$ cat src/rtl/cmap_pkg.sv
`timescale 1ns/1ps
package cmap_pkg;
    localparam int REG_W      = 5;
    localparam int PRG_BANK_W = 4;
    localparam int PRG_PAGE_W = 14;
    localparam int CHR_AW     = 13;
    localparam int WRAM_AW    = 13;

    typedef enum logic [1:0] {
        SEL_CTRL  = 2'b00,
        SEL_PAGEA = 2'b01,
        SEL_PAGEB = 2'b10,
        SEL_PRG   = 2'b11
    } reg_sel_e;

    typedef enum logic [1:0] {
        MIR_LOW   = 2'b00,
        MIR_HIGH  = 2'b01,
        MIR_VERT  = 2'b10,
        MIR_HORIZ = 2'b11
    } mirror_e;

    typedef enum logic {
        LD_IDLE = 1'b0,
        LD_FILL = 1'b1
    } ld_state_e;

    localparam logic [REG_W-1:0] CTRL_RESET = 5'b01100;
endpackage

$ cat src/rtl/cmap_serial_loader.sv
`timescale 1ns/1ps
module cmap_serial_loader
    import cmap_pkg::*;
#(
    parameter int WIDTH = REG_W
) (
    input  logic             clk,
    input  logic             rst_n,
    input  logic             wr_en,
    input  logic             bit_in,
    input  logic             abort,
    output logic             commit_vld,
    output logic [WIDTH-1:0] commit_val,
    output logic             clear_req
);
    localparam int CNT_W = $clog2(WIDTH);
    localparam logic [CNT_W-1:0] LAST = CNT_W'(WIDTH - 1);

    ld_state_e        state_q, state_d;
    logic [CNT_W-1:0] cnt_q, cnt_d;
    logic [WIDTH-1:0] shift_q, shift_d;

    always_comb begin
        state_d = state_q;
        cnt_d   = cnt_q;
        shift_d = shift_q;
        if (wr_en && abort) begin
            state_d = LD_IDLE;
            cnt_d   = '0;
            shift_d = '0;
        end else if (wr_en) begin
            unique case (state_q)
                LD_IDLE: begin
                    state_d = LD_FILL;
                    cnt_d   = CNT_W'(1);
                    shift_d = {bit_in, shift_q[WIDTH-1:1]};
                end
                LD_FILL: begin
                    if (cnt_q == LAST) begin
                        state_d = LD_IDLE;
                        cnt_d   = '0;
                        shift_d = '0;
                    end else begin
                        cnt_d   = cnt_q + CNT_W'(1);
                        shift_d = {bit_in, shift_q[WIDTH-1:1]};
                    end
                end
            endcase
        end
    end

    always_ff @(posedge clk) begin
        if (!rst_n) begin
            state_q <= LD_IDLE;
            cnt_q   <= '0;
            shift_q <= '0;
        end else begin
            state_q <= state_d;
            cnt_q   <= cnt_d;
            shift_q <= shift_d;
        end
    end

    always_comb begin
        clear_req  = wr_en && abort;
        commit_vld = wr_en && !abort && (state_q == LD_FILL) && (cnt_q == LAST);
        commit_val = {bit_in, shift_q[WIDTH-1:1]};
    end

    AST_CNT_BOUND: assert property (@(posedge clk) disable iff (!rst_n)
        cnt_q <= LAST);
    AST_IDLE_EMPTY: assert property (@(posedge clk) disable iff (!rst_n)
        (state_q == LD_IDLE) |-> (cnt_q == '0 && shift_q == '0));
endmodule

$ cat src/rtl/cmap_regs.sv
`timescale 1ns/1ps
module cmap_regs
    import cmap_pkg::*;
(
    input  logic                  clk,
    input  logic                  rst_n,
    input  logic                  commit_vld,
    input  logic [REG_W-1:0]      commit_val,
    input  reg_sel_e              commit_sel,
    input  logic                  clear_req,
    output logic [REG_W-1:0]      ctrl,
    output logic                  pga_chr,
    output logic                  pga_ram,
    output logic                  pgb_chr,
    output logic                  pgb_ram,
    output logic [PRG_BANK_W-1:0] prg_bank
);
    always_ff @(posedge clk) begin
        if (!rst_n) begin
            ctrl     <= CTRL_RESET;
            pga_chr  <= 1'b0;
            pga_ram  <= 1'b0;
            pgb_chr  <= 1'b0;
            pgb_ram  <= 1'b0;
            prg_bank <= '0;
        end else if (clear_req) begin
            ctrl[3:2] <= 2'b11;
        end else if (commit_vld) begin
            unique case (commit_sel)
                SEL_CTRL:  ctrl <= commit_val;
                SEL_PAGEA: begin
                    pga_chr <= commit_val[0];
                    pga_ram <= commit_val[3];
                end
                SEL_PAGEB: begin
                    pgb_chr <= commit_val[0];
                    pgb_ram <= commit_val[3];
                end
                SEL_PRG:   prg_bank <= commit_val[PRG_BANK_W-1:0];
            endcase
        end
    end

    AST_ABORT_MODE: assert property (@(posedge clk) disable iff (!rst_n)
        clear_req |=> (ctrl[3:2] == 2'b11));
    AST_ABORT_KEEP: assert property (@(posedge clk) disable iff (!rst_n)
        clear_req |=> (ctrl[1:0] == $past(ctrl[1:0]) && ctrl[4] == $past(ctrl[4])));
endmodule

$ cat src/rtl/cmap_bank_logic.sv
`timescale 1ns/1ps
module cmap_bank_logic
    import cmap_pkg::*;
#(
    localparam int PRG_AW = PRG_BANK_W + PRG_PAGE_W
) (
    input  logic                  clk,
    input  logic                  rst_n,
    input  logic [15:0]           cpu_addr,
    input  logic [12:0]           ppu_addr,
    input  logic [REG_W-1:0]      ctrl,
    input  logic                  pga_chr,
    input  logic                  pga_ram,
    input  logic                  pgb_chr,
    input  logic                  pgb_ram,
    input  logic [PRG_BANK_W-1:0] prg_bank,
    output logic [PRG_AW-1:0]     prg_rom_addr,
    output logic [WRAM_AW-1:0]    wram_addr,
    output logic [1:0]            wram_cs_n,
    output logic [CHR_AW-1:0]     chr_ram_addr,
    output logic                  nt_sel
);
    logic                  chr_split, use_b, ram_bit, chr_bit, in_win;
    logic [PRG_BANK_W-1:0] bank;
    mirror_e               mir;

    always_comb begin
        chr_split = ctrl[4];
        use_b     = chr_split && ppu_addr[12];
        ram_bit   = use_b ? pgb_ram : pga_ram;
        chr_bit   = !chr_split ? ppu_addr[12] : (use_b ? pgb_chr : pga_chr);
        in_win    = (cpu_addr[15:13] == 3'b011);

        unique case (ctrl[3:2])
            2'b00, 2'b01: bank = {prg_bank[PRG_BANK_W-1:1], cpu_addr[14]};
            2'b10:        bank = cpu_addr[14] ? prg_bank : '0;
            2'b11:        bank = cpu_addr[14] ? '1 : prg_bank;
        endcase
        prg_rom_addr = {bank, cpu_addr[PRG_PAGE_W-1:0]};

        wram_addr = cpu_addr[WRAM_AW-1:0];
        wram_cs_n = 2'b11;
        if (in_win) wram_cs_n[ram_bit] = 1'b0;

        chr_ram_addr = {chr_bit, ppu_addr[11:0]};

        mir = mirror_e'(ctrl[1:0]);
        unique case (mir)
            MIR_LOW:   nt_sel = 1'b0;
            MIR_HIGH:  nt_sel = 1'b1;
            MIR_VERT:  nt_sel = ppu_addr[10];
            MIR_HORIZ: nt_sel = ppu_addr[11];
        endcase
    end

    AST_CS_ONEHOT0: assert property (@(posedge clk) disable iff (!rst_n)
        $onehot0(~wram_cs_n));
    AST_CS_WINDOW: assert property (@(posedge clk) disable iff (!rst_n)
        (cpu_addr[15:13] != 3'b011) |-> (wram_cs_n == 2'b11));
    AST_CS_FIXED_8K: assert property (@(posedge clk) disable iff (!rst_n)
        (!ctrl[4] && $past(!ctrl[4]) && $stable(pga_ram) && $stable(cpu_addr[15:13]))
        |-> $stable(wram_cs_n));
endmodule

$ cat src/rtl/cart_mapper_banked_wram.sv
`timescale 1ns/1ps
module cart_mapper_banked_wram
    import cmap_pkg::*;
(
    input  logic        clk,
    input  logic        rst_n,
    input  logic [15:0] cpu_addr,
    input  logic        cpu_wdata_lsb,
    input  logic        cpu_wdata_msb,
    input  logic        cpu_wr,
    input  logic [12:0] ppu_addr,
    output logic [17:0] prg_rom_addr,
    output logic [12:0] wram_addr,
    output logic [1:0]  wram_cs_n,
    output logic [12:0] chr_ram_addr,
    output logic        nt_sel
);
    logic                  reg_wr, commit_vld, clear_req;
    logic [REG_W-1:0]      commit_val, ctrl;
    logic                  pga_chr, pga_ram, pgb_chr, pgb_ram;
    logic [PRG_BANK_W-1:0] prg_bank;
    reg_sel_e              commit_sel;

    assign reg_wr     = cpu_wr && cpu_addr[15];
    assign commit_sel = reg_sel_e'(cpu_addr[14:13]);

    cmap_serial_loader #(.WIDTH(REG_W)) u_loader (
        .clk        (clk),
        .rst_n      (rst_n),
        .wr_en      (reg_wr),
        .bit_in     (cpu_wdata_lsb),
        .abort      (cpu_wdata_msb),
        .commit_vld (commit_vld),
        .commit_val (commit_val),
        .clear_req  (clear_req)
    );

    cmap_regs u_regs (
        .clk        (clk),
        .rst_n      (rst_n),
        .commit_vld (commit_vld),
        .commit_val (commit_val),
        .commit_sel (commit_sel),
        .clear_req  (clear_req),
        .ctrl       (ctrl),
        .pga_chr    (pga_chr),
        .pga_ram    (pga_ram),
        .pgb_chr    (pgb_chr),
        .pgb_ram    (pgb_ram),
        .prg_bank   (prg_bank)
    );

    cmap_bank_logic u_bank (
        .clk          (clk),
        .rst_n        (rst_n),
        .cpu_addr     (cpu_addr),
        .ppu_addr     (ppu_addr),
        .ctrl         (ctrl),
        .pga_chr      (pga_chr),
        .pga_ram      (pga_ram),
        .pgb_chr      (pgb_chr),
        .pgb_ram      (pgb_ram),
        .prg_bank     (prg_bank),
        .prg_rom_addr (prg_rom_addr),
        .wram_addr    (wram_addr),
        .wram_cs_n    (wram_cs_n),
        .chr_ram_addr (chr_ram_addr),
        .nt_sel       (nt_sel)
    );
endmodule

$ cat config.mk
export PLATFORM = sky130hd
export DESIGN_NAME = cart_mapper_banked_wram
export DESIGN_NICKNAME = d
export VERILOG_FILES = /design/src/rtl/cmap_pkg.sv /design/src/rtl/cmap_serial_loader.sv /design/src/rtl/cmap_regs.sv /design/src/rtl/cmap_bank_logic.sv /design/src/rtl/cart_mapper_banked_wram.sv
export SDC_FILE = /design/constraint.sdc
export NUM_CORES = 1
export LEC_CHECK = 0
export BUFFER_PORTS_ARGS = -buffer_cell sky130_fd_sc_hd__buf_2
export CAP_MARGIN = 20
export CORE_UTILIZATION = 43
export DETAILED_ROUTE_END_ITERATION = 10
export PLACE_DENSITY = 0.89
export SYNTH_ARGS = -nofsm -noshare
export SYNTH_HDL_FRONTEND = slang
export SYNTH_SLANG_ARGS = --single-unit
$ cat constraint.sdc
create_clock -name clk -period 2 [get_ports clk]
set_clock_uncertainty 0.2 [all_clocks]
set_input_delay 0.5 -clock clk [delete_from_list [all_inputs] [get_ports clk]]
set_output_delay 0.5 -clock clk [all_outputs]
set_load 0.02 [all_outputs]
==> results of run 1 <==
layout by cell type (no fill, tap or decap), types with 2 or more instances in the layout:
cell type	instances
nand2_1	26
a21oi_1	20
buf_2	19
dfxtp_1	19
mux2i_1	11
nor2_1	8
nand4_1	8
buf_4	6
clkbuf_4	4
inv_1	3
nand2_2	3
nand3_1	3
nand2b_1	2
o21ai_1	2
nor3_1	2
o21bai_1	2
ha_1	2
dfxtp_2	2
report_power, final:
part	internal, uW	leakage (uW)	switching, uW
sequential	422	0.000170	6.28
clock	74.6	0.0000177	125
combinational	33.8	0.000354	57.7
flip-flops by register name, summed over array words and instances (netlist names):
signal	count
u_regs.ctrl	5
u_loader.shift_q	4
u_regs.prg_bank	4
u_loader.cnt_q	3
u_loader.state_q	1
u_regs.pga_chr	1
u_regs.pga_ram	1
u_regs.pgb_chr	1
u_regs.pgb_ram	1
per-stage QoR:
stage                     total power, uW  instances  hold slack (ns)
after floorplan                       602        171            0.237
after global placement                524        194            0.249
after detailed placement              526        194            0.249
after CTS                             720        198            0.266
after global routing                  754        198            0.255
final                                 719        198            0.265
layout make-up:
class / instances / area (um2) / area share, %
Inverter: 3 / 11.3 / 0.872
Clock inverter: 1 / 5.00 / 0.388
Sequential cell: 21 / 423 / 32.8
Timing Repair Buffer: 26 / 148 / 11.4
Multi-Input combinational cell: 100 / 627 / 48.5
Tap cell: 44 / 55.1 / 4.26
Clock buffer: 3 / 22.5 / 1.74
Yosys cell counts, drive strengths merged:
library cell / number
a21oi: 20
nor2: 8
nand2b: 3
ha: 2
a31oi: 1
and4bb: 1
clkbuf: 2
mux2i: 11
dfxtp: 21
nand2: 29
nand3: 3
and4: 1
nor3: 2
or4b: 1
inv: 3
a211oi: 1
nand4: 8
o21bai: 2
o21ai: 2
buf: 45
and4b: 1
nor3b: 1
a21boi: 1
nor4: 1
nor4b: 1
cells by family (layout without fill, tap and decap cells):
| kind of cell | after synthesis | after routing | share of synthesized area [%] |
|---|---|---|---|
| AND/OR/NAND/NOR | 60 | 60 | 24.1 |
| buffers and inverters | 50 | 33 | 25.4 |
| AO/OA/AOI/OAI | 27 | 27 | 10.5 |
| flip-flops | 21 | 21 | 30.2 |
| multiplexers | 11 | 11 | 7.92 |
| adder cells (fa/ha/maj) | 2 | 2 | 1.80 |
final timing paths:
| check | start | end | slack (ns) | cells past startpoint |
|---|---|---|---|---|
| worst max-delay path | cpu_addr[14] | prg_rom_addr[17] | 0.10 | 5 |
| worst min-delay path | u_loader.shift_q[1]$_SDFFE_PP0N_ | u_loader.shift_q[1]$_SDFFE_PP0N_ | 0.27 | 2 |
| worst max register to register | u_loader.cnt_q[0]$_SDFFE_PP0N_ | u_regs.pgb_chr$_SDFFE_PN0P_ | 0.33 | 5 |
| worst min register to register | u_loader.shift_q[1]$_SDFFE_PP0N_ | u_loader.shift_q[1]$_SDFFE_PP0N_ | 0.27 | 2 |
per-layer routing:
metal,global-route usage [%],wire [um],up-vias
met2,26.6,1240,35
li1,-,-,508
met4,9.18,34,0
met3,4.18,193,6
met5,0,0,-
met1,17.6,1040,463
critical path: cells and delay by family:
kind / cells / cell delay (ns)
buf+inv: 2 / 0.33
compound gates: 1 / 0.14
simple gates: 2 / 0.23
==> metrics.txt, run 1 <==
I/O pin count 81; Routability Congestion 0.775; Cells after Synth 171; largest net degree at the start of global routing 16; CTS tree built; Ys Warns 0; CP startpoint kind input port; pwr dens 557 nW/um2; clock-pin slew on the worst setup and hold paths 0.11 ns; Leakage 0.000541 uW; setup TNS 0 ns; Max VDD drop 0.197 mV; number of antenna violations at the first check in global routing 0; design area 1290 um2; Starting DRT DRC Count 42; CTS root buffer clkbuf_4; Core Region 3050 um2; antenna diode count 0; Worst EP arrival 1.20 ns; Die Y 58.9 um; post_cts resized 0; Final Max Slew Viols 0; Placement Setup Slack 0.0585 ns; max frequency 526 MHz; cts bufs inserted 3; share of the synthesized area in the top cell type 30.2%; Crit-path slowest cell clkbuf_4; fin crit share 95.0%; Min-Delay Path Class flip-flop to flip-flop; GR Util All Layers 15.7%; routed vias 1012; Die ar. 3460 um2; final hold vios 0; critical setup path kind input port to output port; actual slew at the worst max-slew pin 0.445 ns; Longest Clk Path Bufs 2; top cells by area, synth dfxtp_1 (30%), buf_4 (22%), mux2i_1 (7.9%); die width 58.9 um; final setup vio count 0; clock insertion delay at the later pin of the skew report 0.30 ns; area post-placement 1250 um2; FP Rows 20; unrepaired setup endpoints after global routing false; initial core utilization 45.5%; fin util 42.3%; first-pass GRT wire length 4040 um; relative slew slack 70.1%; Required @ worst endpoint 1.30 ns; gr ovfl total 0; WL/cell 12.7 um; number of global-route vias before repair 915; layout cells sized above 1 25.3%; post-DP HPWL 1870 um; critical path capture point type output port; Yosys top cell by area dfxtp_1; clk sinks 21; synth unique cells 28; Syn-to-layout area delta -7.11%; register area share after synthesis 30.2%; outcome complete, no violations; CTS H-tree lvls 1; Worst Setup Slack, final 0.100 ns; DRC errors left 0; Post-Syn Area 1390 um2; maxcap violations 0; buffers added on ports 21; CP Cell Sequence clkbuf_4, nand2b_4, a21oi_1, nor2_1, buf_2; Initial DRT Pass Iterations 4; hold_buf cts 0; post-synth net total 207; Worst path max stage delay 0.18 ns; antenna viol nets, final 0; Setup Buffers After CTS 0; Via density 5.11; final WL 2510 um; filler instances 325; critical path peak fanout 11; synthesized flop and latch total 21; syn avg cell area 8.13 um2; fin crit period 1.90 ns; NumNets Final 191
(Power assumes the default switching activity.)
==> inputs of run 2 (changes only) <==
Settings changed: ABC_AREA set to 1, CORE_UTILIZATION 43 to 48, PLACE_DENSITY 0.89 to 0.95, REMOVE_ABC_BUFFERS set to 1.
Clock period 2 ns to 2.45 ns, I/O delays scaled along.
==> metrics.txt, run 2 <==
outcome finished, violations left; failing checks DRC; antenna viol nets, final 0; most common cell after layout, fill and taps aside nand2_1; Cells after Synth 223; Most flops, register u_regs.ctrl; Final Max Slew Viols 0; Via density 5.06; maxcap violations 0; CTS tree built; WL/cell 13.6 um; relative slew slack 80.8%; Die Y 58.0 um; first-pass GRT wire length 4920 um; Synth top cells by count nand2_1 (55), buf_4 (41), inv_1 (38); most frequent cells in the layout nand2_1 (55), inv_1 (38), buf_2 (21), dfxtp_1 (21), nand3_1 (19); Syn-to-layout area delta -10.1%; Required @ worst endpoint 1.64 ns; critical setup path kind input port to output port; unrepaired setup endpoints after global routing false; Die ar. 3370 um2; actual slew at the worst max-slew pin 0.287 ns; Routability Congestion 0.890; initial core utilization 52.8%; final WL 3200 um; dpl cells 232; CP Cell Sequence buf_2, nand2_1, nor2_1, nand2_1, buf_2; count leader, synth nand2_1; cts bufs inserted 3; final setup vio count 0; DRC errors left 2; Setup Buffers After CTS 0; met1 wire length 1440 um; max frequency 480 MHz; post_cts resized 0; Post-Syn Area 1510 um2; share of the synthesized area in the top cell type 27.9%; fin crit share 85.1%; critical path capture point type output port; worst hold stages 2; design area 1350 um2; synth unique cells 21; fin crit period 2.08 ns; critical path peak fanout 8; pwr dens 442 nW/um2; NumNets Final 242; Crit-path slowest cell buf_2; area post-placement 1330 um2; number of antenna violations at the first check in global routing 0; die width 58.0 um; Ys Warns 0; final hold vios 0; routed length on met2 1320 um; Non-Filler Instances 236; Main synth FF type dfxtp_1; top cells by area, synth dfxtp_1 (28%), buf_4 (20%), nand2_1 (14%); clock-pin slew on the worst setup and hold paths 0.12 ns; CTS root buffer clkbuf_4; hold_buf cts 0; I/O pin count 81; layout cells sized above 1 21.5%; GR Util All Layers 19.9%; largest net degree at the start of global routing 14; Min-Delay Path Class flip-flop to flip-flop; CP startpoint kind input port; Yosys top cell by area dfxtp_1; setup TNS 0 ns; gr ovfl total 0; antenna diode count 0; Core Region 2850 um2; Initial DRT Pass Iterations 7; Worst EP arrival 1.27 ns; buffers added on ports 21; biggest regs u_regs.ctrl: 5 flops, u_loader.shift_q: 4 flops, u_regs.prg_bank: 4 flops; Starting DRT DRC Count 51; Leakage 0.000635 uW; max reg flops 5; FP Rows 19; clk sinks 21; CTS H-tree lvls 1; post-DP HPWL 2530 um; syn avg cell area 6.76 um2; Worst path max stage delay 0.17 ns; Longest Clk Path Bufs 2; register area share after synthesis 27.9%; Max Used Layer met4; routed vias 1193; clock insertion delay at the later pin of the skew report 0.31 ns; cells on worst reg2reg path 7; Post-synth EDFFs 0; number of global-route vias before repair 1086; Max VDD drop 0.200 mV; WL met3 392 um; synthesized flop and latch total 21; Async SR Flop Fraction 0%
run 2: layer usage:
metal	up-vias	global-route usage [%]
met5	-	6.35
li1	595	-
met1	536	25.3
met3	5	12.1
met4	0	7.14
met2	57	26.9
run 2: worst paths after layout:
check                                      start                           to  slack, ns
hold reg to reg      u_regs.ctrl[2]$_SDFFE_PP1P_  u_regs.ctrl[2]$_SDFFE_PP1P_       0.29
setup reg to reg  u_loader.cnt_q[0]$_SDFFE_PP0N_  u_regs.ctrl[1]$_SDFFE_PN0P_       0.91
hold / removal       u_regs.ctrl[2]$_SDFFE_PP1P_  u_regs.ctrl[2]$_SDFFE_PP1P_       0.29
setup / recovery                    cpu_addr[14]                 wram_cs_n[0]       0.37
run 2: final cells by class:
type | count | area (um2)
Inverter | 42 | 158
Clock inverter | 1 | 5.00
Multi-Input combinational cell | 117 | 604
Tap cell | 31 | 38.8
Timing Repair Buffer | 21 | 105
Sequential cell | 21 | 420
Clock buffer | 3 | 22.5
Fill cell | 290 | 1500
run 2: worst max-delay path, delay by kind of cell:
kind	cells	cell delay, ns
AND/OR/NAND/NOR	3	0.33
buffers and inverters	2	0.33
run 2: through the flow:
stage	hold WS (ns)	util (%)	power, uW	setup slack [ns]
finish	0.286	47.5	598	0.366
global route	0.318	47.5	627	0.290
CTS	0.284	47.5	599	0.372
detailed placement	0.255	46.5	433	0.389
global placement	0.248	46.5	431	0.407
floorplan	0.229	-	398	0.508
run 2: where the power goes:
group	internal (uW)	switching, uW	total (uW)
Clock	61.1	111	172
Sequential	344	3.83	348
Combinational	24.2	53.1	77.3
run 2: kinds of logic (layout without fill, tap and decap cells):
logic type               count (synthesis)  after routing  share of synthesized area (%)
AO/OA/AOI/OAI                           17             17                           6.73
adder cells (fa/ha/maj)                  2              2                           1.66
buffers and inverters                   85             67                           32.0
flip-flops                              21             21                           27.9
AND/OR/NAND/NOR                         98             98                           31.7
==> inputs of run 3 (changes only) <==
--- a/config.mk
+++ b/config.mk
@@ -7,6 +7,5 @@
 export LEC_CHECK = 0
-export ABC_AREA = 1
 export BUFFER_PORTS_ARGS = -buffer_cell sky130_fd_sc_hd__buf_2
 export CAP_MARGIN = 20
-export CORE_UTILIZATION = 48
+export CORE_UTILIZATION = 47
 export DETAILED_ROUTE_END_ITERATION = 10
==> constraint.sdc (replaced) <==
create_clock -name clk -period 2.45 [get_ports clk]
set_clock_uncertainty 0.2 [all_clocks]
set_input_delay 0.49 -clock clk [delete_from_list [all_inputs] [get_ports clk]]
set_output_delay 0.49 -clock clk [all_outputs]
set_load 0.02 [all_outputs]
==> metrics.txt, run 3 (synthesized netlist as in run 1, its figures left out) <==
antenna viol nets, final 0; Worst EP arrival 1.29 ns; Most flops, register u_regs.ctrl; Die Y 56.4 um; cells on worst reg2reg path 5; M3 GR Usage 14.3%; FP Rows 19; worst r2r src u_loader.cnt_q[0]$_SDFFE_PP0N_; routed vias 1054; worst hold stages 3; unrepaired setup endpoints after global routing false; gr ovfl total 0; r2r setup slk 0.65 ns; Syn-to-layout area delta -12.2%; largest net degree at the start of global routing 17; most frequent cells in the layout nand2_1 (27), buf_2 (21), dfxtp_1 (21); GRT met2 Usage 24.1%; post_cts resized 0; Via density 5.86; clock-pin slew on the worst setup and hold paths 0.12 ns; filler instances 272; final WL 3130 um; max frequency 506 MHz; Worst Setup Slack, final 0.473 ns; antenna diode count 0; CP top delay family flip-flops; Setup Buffers After CTS 0; biggest regs u_regs.ctrl: 5 flops, u_loader.shift_q: 4 flops, u_regs.prg_bank: 4 flops; Reg area 420 um2; Final Max Slew Viols 0; Leakage 0.000508 uW; actual slew at the worst max-slew pin 0.467 ns; Min-Delay Endpoint u_regs.ctrl[4]$_SDFFE_PN0P_; cts bufs inserted 3; Initial DRT Pass Iterations 4; CTS root buffer clkbuf_4; critical path capture point type output port; outcome complete, no violations; M1 GR Usage 29.7%; Crit-path slowest cell dfxtp_1; GR Util All Layers 21.1%; Die ar. 3180 um2; Min-Delay Path Class input port to flip-flop; Core Region 2780 um2; max reg flops 5; Required @ worst endpoint 1.76 ns; fin crit period 1.98 ns; DRC errors left 0; CTS tree built; initial core utilization 50.0%; maxcap violations 0; worst min-delay path startpoint cpu_wdata_lsb; clock insertion delay at the later pin of the skew report 0.30 ns; layout cells sized above 1 20.1%; Routability Congestion 0.822; multi-input logic area 617 um2; CP startpoint kind flip-flop; fin crit share 80.7%; CP Cell Sequence nand2_1, mux2i_1, nand2b_1, buf_2; Max VDD drop 0.302 mV; pwr dens 479 nW/um2; buffers added on ports 21; clk sinks 21; post-DP HPWL 2350 um; Buf/Inv on CP 1; number of antenna violations at the first check in global routing 0; Worst path max stage delay 0.40 ns; final hold vios 0; first-pass GRT wire length 5040 um; Starting DRT DRC Count 18; number of global-route vias before repair 988; hold_buf cts 0; GR peak layer met1; final setup vio count 0; critical setup path kind flip-flop to output port; CTS H-tree lvls 1; Longest Clk Path Bufs 2; setup TNS 0 ns; WL/cell 17.4 um; most common cell after layout, fill and taps aside nand2_1; I/O pin count 81; Critical R2R Capture u_regs.prg_bank[0]$_SDFFE_PN0P_; Placement Setup Slack 0.532 ns; critical path peak fanout 3; relative slew slack 68.6%; die width 56.4 um; NumNets Final 186
==> run 3: changes by cell type in the layout (fill, tap and decap cells not counted), moves of 4 or more <==
cell | previous run | this run
inv_2 | 4 | 0
o21ai_0 | 6 | 0
a21oi_1 | 8 | 20
inv_1 | 38 | 3
nand3_1 | 19 | 3
nor2_2 | 6 | 0
mux2i_1 | 0 | 11
nand2_1 | 55 | 27
nand4_1 | 0 | 8
==> run 3: cell type report <==
cell class                 instances  share of cell area, %
clock inverter                     1                  0.410
clock buffer                       3                   1.85
inverter                           3                  0.923
sequential                        21                   34.5
multi-input combinational        100                   50.6
timing repair buffer              21                   8.62
tap                               31                   3.18
==> run 3: worst max path at each step <==
stage	startpoint	endpoint	slack, ns	cells after the start
finish	u_regs.ctrl[4]$_SDFFE_PN0P_	wram_cs_n[1]	0.47	4
global placement	ppu_addr[12]	wram_cs_n[1]	0.54	5
CTS	u_regs.ctrl[4]$_SDFFE_PN0P_	wram_cs_n[1]	0.46	4
floorplan	ppu_addr[12]	wram_cs_n[1]	0.76	3
detailed placement	cpu_addr[14]	prg_rom_addr[15]	0.53	5
global route	u_regs.ctrl[4]$_SDFFE_PN0P_	wram_cs_n[1]	0.36	4
==> run 3: metrics by stage <==
stage	power, uW	utilization [%]	area [um2]	hold WS [ns]	cells
after floorplan	385	-	1050	0.237	124
after global placement	422	42.9	1190	0.248	176
after detailed placement	423	42.9	1190	0.257	176
after CTS	587	43.9	1220	0.237	180
after global routing	617	43.9	1220	0.237	180
final	585	43.9	1220	0.237	180
==> run 3: report_power, final <==
part / total [uW] / internal [uW] / switching [uW]
sequential: 349 / 344 / 5.04
combinational: 66.7 / 22.2 / 44.6
clock: 168 / 60.9 / 107
==> run 3: worst min-delay path: cells and delay by family <==
kind / cells / cell delay [ns]
buffers and inverters: 1 / 0.11
AO/OA/AOI/OAI: 1 / 0.05
AND/OR/NAND/NOR: 1 / 0.06
==> run 3: layer usage <==
layer | share of wire, % | wire length (um) | vias to the layer above
li1 | - | - | 498
met1 | 46 | 1460 | 479
met2 | 38 | 1210 | 68
met3 | 13 | 418 | 7
met4 | 1.3 | 42 | 2
met5 | 0.32 | 10 | -
